File: src/rtl/flash_cmd_status.sv
module flash_cmd_status #(
  parameter int ADDR_W = 16,
  parameter int PAR_W  = 8
) (
  input  logic              clk,
  input  logic              rst_n,
  input  logic              reg_wr,
  input  logic [1:0]        reg_sel,
  input  logic [7:0]        reg_wdata,
  input  logic              arr_wr,
  input  logic [ADDR_W-1:0] arr_addr,
  input  logic              prot_hit,
  input  logic              cmd_illegal,
  input  logic              erase_abort,
  input  logic              stop_req,
  input  logic              eng_done,
  input  logic              dfault,
  input  logic [ADDR_W-1:0] fault_addr,
  input  logic [PAR_W-1:0]  fault_par,
  output logic              buf_empty,
  output logic              all_done,
  output logic              prot_err,
  output logic              acc_err,
  output logic              dbl_fault,
  output logic [ADDR_W-1:0] cap_addr,
  output logic [PAR_W-1:0]  cap_par,
  output logic              eng_go,
  output logic [7:0]        eng_cmd,
  output logic [ADDR_W-1:0] eng_addr,
  output logic              irq_buf,
  output logic              irq_done,
  output logic              irq_fault
);

  typedef enum logic [1:0] {S_IDLE, S_WORD, S_CMD} seq_t;

  seq_t       seq;
  logic       active;
  logic [2:0] irq_en;

  logic wr_stat, wr_cmd, wr_en, err, arr_ok, seq_free;
  logic start, prot_set, cmd_ok, launch, viol, acc_set;

  assign wr_stat  = reg_wr && reg_sel == 2'd0;
  assign wr_cmd   = reg_wr && reg_sel == 2'd1;
  assign wr_en    = reg_wr && reg_sel == 2'd2;
  assign err      = prot_err | acc_err;
  assign arr_ok   = arr_wr && !err;
  assign seq_free = seq == S_IDLE && buf_empty;
  assign start    = arr_ok && seq_free && !prot_hit;
  assign prot_set = arr_ok && seq_free && prot_hit;
  assign cmd_ok   = wr_cmd && seq == S_WORD && !cmd_illegal;
  assign launch   = wr_stat && seq == S_CMD && reg_wdata[7] && !err;

  assign viol = (arr_ok && !seq_free)
              | (wr_cmd && !cmd_ok)
              | (wr_stat && seq == S_WORD)
              | (wr_stat && seq == S_CMD && !reg_wdata[7]);

  assign acc_set = viol | (stop_req && !all_done) | erase_abort | dfault;

  assign eng_go    = !buf_empty && (!active || eng_done) && !dfault;
  assign all_done  = buf_empty && !active;
  assign irq_buf   = buf_empty & irq_en[0];
  assign irq_done  = all_done  & irq_en[1];
  assign irq_fault = dbl_fault & irq_en[2];

  always_ff @(posedge clk or negedge rst_n) begin
    if (!rst_n) begin
      seq <= S_IDLE;
    end else if (acc_set || prot_set) begin
      seq <= S_IDLE;
    end else if (start) begin
      seq <= S_WORD;
    end else if (cmd_ok) begin
      seq <= S_CMD;
    end else if (launch) begin
      seq <= S_IDLE;
    end
  end

  always_ff @(posedge clk or negedge rst_n) begin
    if (!rst_n) begin
      buf_empty <= 1'b1;
      active    <= 1'b0;
    end else begin
      if (launch)                buf_empty <= 1'b0;
      else if (eng_go || dfault) buf_empty <= 1'b1;
      if (eng_go)                active <= 1'b1;
      else if (eng_done)         active <= 1'b0;
    end
  end

  always_ff @(posedge clk or negedge rst_n) begin
    if (!rst_n) begin
      prot_err  <= 1'b0;
      acc_err   <= 1'b0;
      dbl_fault <= 1'b0;
    end else begin
      if (prot_set)                        prot_err  <= 1'b1;
      else if (wr_stat && reg_wdata[5])    prot_err  <= 1'b0;
      if (acc_set)                         acc_err   <= 1'b1;
      else if (wr_stat && reg_wdata[4])    acc_err   <= 1'b0;
      if (dfault)                          dbl_fault <= 1'b1;
      else if (wr_stat && reg_wdata[4])    dbl_fault <= 1'b0;
    end
  end

  always_ff @(posedge clk or negedge rst_n) begin
    if (!rst_n) begin
      cap_addr <= '0;
      cap_par  <= '0;
      eng_cmd  <= '0;
      eng_addr <= '0;
      irq_en   <= '0;
    end else begin
      if (dfault && !dbl_fault) begin
        cap_addr <= fault_addr;
        cap_par  <= fault_par;
      end
      if (cmd_ok) eng_cmd  <= reg_wdata;
      if (start)  eng_addr <= arr_addr;
      if (wr_en)  irq_en   <= reg_wdata[2:0];
    end
  end

  p_fault_sets_acc_r10: assert property (@(posedge clk) disable iff (!rst_n)
    dbl_fault |-> acc_err);

  p_first_capture_r11: assert property (@(posedge clk) disable iff (!rst_n)
    (dbl_fault && $past(dbl_fault)) |-> ($stable(cap_addr) && $stable(cap_par)));

  p_done_rise_r5: assert property (@(posedge clk) disable iff (!rst_n)
    $rose(all_done) |-> ($past(eng_done) || $past(dfault)));

  p_handover_r6: assert property (@(posedge clk) disable iff (!rst_n)
    eng_go |=> (buf_empty && !all_done));

  p_irq_fault_r12: assert property (@(posedge clk) disable iff (!rst_n)
    irq_fault |-> dbl_fault);

  p_launch_drops_buf_r2: assert property (@(posedge clk) disable iff (!rst_n)
    launch |=> !buf_empty);

endmodule

File: config.mk
export PLATFORM = sky130hd
export DESIGN_NAME = flash_cmd_status
export DESIGN_NICKNAME = d
export VERILOG_FILES = /design/src/rtl/flash_cmd_status.sv
export SDC_FILE = /design/constraint.sdc
export NUM_CORES = 1
export LEC_CHECK = 0
export BUFFER_PORTS_ARGS = -buffer_cell sky130_fd_sc_hd__buf_2
export CORE_MARGIN = 2
export CORE_UTILIZATION = 47
export CTS_BUF_LIST = sky130_fd_sc_hd__clkbuf_8
export CTS_CLUSTER_SIZE = 24
export DETAILED_ROUTE_END_ITERATION = 10
export PLACE_DENSITY_LB_ADDON = 0.1
export SYNTH_ARGS = -nofsm -noshare
export SYNTH_HDL_FRONTEND = slang
export SYNTH_SLANG_ARGS = --single-unit
export TNS_END_PERCENT = 20
File: constraint.sdc
create_clock -name clk -period 2.2 [get_ports clk]
set_input_delay 0.11 -clock clk [delete_from_list [all_inputs] [get_ports clk]]
set_output_delay 0.11 -clock clk [all_outputs]
set_load 0.05 [all_outputs]
==> summary.md <==
| Metric | Value |
|---|---|
| Worst path slowest cell | `dfstp_2` |
| Mapped Area | `2385 um2` |
| WHS | `17.67 ps` |
| Power per cell area | `1004 nW/um2` |
| Gate Count Post-Synth | `153` |
| RD Place Congestion | `0.7908` |
| Final #Nets | `340` |
| Seq/Total Area, Yosys | `0.6091` |
| CP bufs+invs | `1` |
| Status | `completed` |
| Placed Instances | `335` |
| Mean Syn Cell Area | `15.59 um2` |
| Crit path cell chain | `nor3b_2, nor3b_4, buf_4, mux2_2` |
| Starting density of the core | `0.4951` |
| Crit Path Max Fanout | `16` |
| Syn_nets | `213` |
| Via-to-Cell Ratio | `4.866` |
| Reg power frac | `0.406` |
| Placed Area | `3043 um2` |
| Yosys reg bits | `58` |
| Dpl hpwl | `3.793 mm` |
| Fin. Hold Viols | `0` |
| Clk slew on worst S/H paths | `70 ps` |
| GR Util met1 | `0.2459` |
| Met2 Use GR | `0.2622` |
| Commonest non-fill, non-tap cell in the layout | `buf_2` |
| Rel. slew slack | `0.5953` |
| Unrepaired setup endpoints after global routing | `no` |
| Number of maximum-capacitance violations | `0` |
| Die area | `5660 um2` |
| Core area | `4817 um2` |
| Vias in the first global route | `1,608` |
| Routed vias | `1,708` |
| # port buffers | `116` |
| NetSw | `1.241 mW` |
| Final setup viols | `0` |
| Fmax | `0.5381 GHz` |
| Number of nets with antenna violations after routing | `0` |
| Root Buffer Master | `clkbuf_8` |
| P_leak | `1.670 nW` |
| CP Class | `flip-flop to flip-flop` |
| DR WL/cell | `14.32 um` |
| Number of synthesized flops with an enable pin | `0` |
| Final WL | `5.026 mm` |
| Post-CTS resize count | `0` |
| Startpoint types | `flip-flop` |
| Initial drt markers | `58` |
| Max VDD drop | `0.6527 mV` |
| Met3 GRT Util | `0.05890` |
| Largest net degree at the start of global routing | `28` |
| Slowest stage delay, CP | `570 ps` |
| Clock network power share | `0.256` |
| CP required | `2400 ps` |
| Worst Max-Slew Pin Slew | `607.1 ps` |
| Die Ht | `75.23 um` |
| Final count of pins violating max slew | `0` |
| FFs w/ async S/R, synth | `1.000` |
| Post-Layout Cell Count | `351` |
| # DRC | `0` |
| Inserted Clock Buffers | `9` |
| Synth Flop Type | `dfrtp_1` |
| Initial DRT Pass Iterations | `4` |
| Gr busiest metal | `met2` |
| N_diodes | `0` |
| First-pass GRT wire length | `7.562 mm` |
| Maximum buffer depth of the clock tree | `2` |
| Num Clock Sinks | `58` |
| Worst Skew | `8.162 ps` |
| Layout cells sized above 1 | `0.6761` |
| Worst hold path class | `input pin to flip-flop` |
| Die Span X | `75.23 um` |
| IO Count | `117` |
| Remaining Overflow, GRT | `0` |
| Yosys synthesis warning count | `0` |
| CP arrival | `2060 ps` |
| Most frequent cells in the layout | `buf_2 (116), dfrtp_1 (57), mux2_2 (41)` |
| Final min period | `1858 ps` |
| CTS tree | `built` |
| Synth-to-layout area growth | `35.15%` |
| Total GRT Usage | `0.1822` |
| Tcrit/Tclk final | `0.8447` |
| Unique masters post-synth | `33` |
| Clk_lat worst skew | `320 ps` |
| CP Capture Type | `flip-flop` |
| Sw Share | `0.3835` |
| Top Family by Delay on Critical Path | `flip-flops` |
| Initial antenna violation count | `0` |
| Pint | `1.995 mW` |
| Logic pwr share | `0.337` |
| Cell Rows | `25` |
| Setup_tns | `0 ps` |
| Post-route cell area | `3223 um2` |
| H-tree level count | `3` |
[flip-flops by register name, summed over array words and instances, names as in the netlist]
register   cells
acc_err        1
active         1
buf_empty      1
cap_addr      16
cap_par        8
dbl_fault      1
eng_addr      16
eng_cmd        8
irq_en         3
prot_err       1
seq            2
[logic make-up (layout without fill, tap and decap cells)]
logic type,after synthesis,after routing,synth area share
multiplexers,51,51,0.2566
AO/OA/AOI/OAI,10,10,0.03568
flip-flops,58,58,0.6091
AND/OR/NAND/NOR,26,26,0.07765
buffers and inverters,8,139,0.02098
[area by class of cell]
class,count,area [um2]
fill,411,1594
clock inverter,4,18.77
timing repair buffer,121,620.6
inverter,3,11.26
multi-input combinational,87,884.6
clock buffer,11,151.4
tap,67,83.83
sequential,58,1453
[cells in the mapped netlist (2+ instances only)]
cell type	instances	share of area
dfrtp_1	57	0.60
mux2_2	41	0.19
mux2_4	10	0.063
and2_1	3	0.0079
buf_2	3	0.0063
inv_1	3	0.0047
nand2b_1	3	0.0079
nor2b_1	3	0.0079
a2111oi_0	2	0.0073
nand2_1	2	0.0031
nor2_1	2	0.0031
nor3_1	2	0.0042
nor3b_1	2	0.0063
[timing repair]
| item | in CTS | in global routing |
|---|---|---|
| hold buffers | 1 | 0 |
| setup buffers | 0 | 0 |
| hold endpoints to repair | 24 | 0 |
[final timing paths]
| check | startpoint | to | slack (ps) | depth (start not counted) |
|---|---|---|---|---|
| worst min register to register | cap_par[0] | cap_par[0] | 500 | 1 |
| worst min-delay path | fault_addr[13] | cap_addr[13] | 20 | 2 |
| max in group asynchronous | rst_n | cap_addr[4] | 1100 | 3 |
| worst max-delay path | buf_empty | eng_addr[3] | 340 | 4 |
| worst max register to register | buf_empty | eng_addr[3] | 340 | 4 |
| min in group asynchronous | rst_n | eng_addr[0] | 350 | 2 |
[layer usage]
layer  routed length [um]  part of all wire
met5                    0                 0
met4                   31            0.0062
met3                  420             0.084
met2                 2349              0.47
met1                 2224              0.44
[power by group through the flow]
stage | logic, mW | clock network, mW | registers (mW)
4_1_cts | 1.10 | 0.857 | 1.32
3_5_place_dp | 1.10 | 0 | 1.33
2_1_floorplan | 0.221 | 0 | 1.91
3_3_place_gp | 1.09 | 0 | 1.33
6_report | 1.09 | 0.829 | 1.31
5_1_grt | 1.14 | 0.907 | 1.34
[per-stage QoR]
step	power (mW)	setup slack [ps]	utilization
floorplan	2.135	3.621	-
global placement	2.421	424.0	0.6317
detailed placement	2.434	357.2	0.6317
CTS	3.276	345.5	0.6691
global route	3.388	231.3	0.6691
finish	3.236	341.6	0.6691
Note: power is estimated with default switching activity, not from simulation.
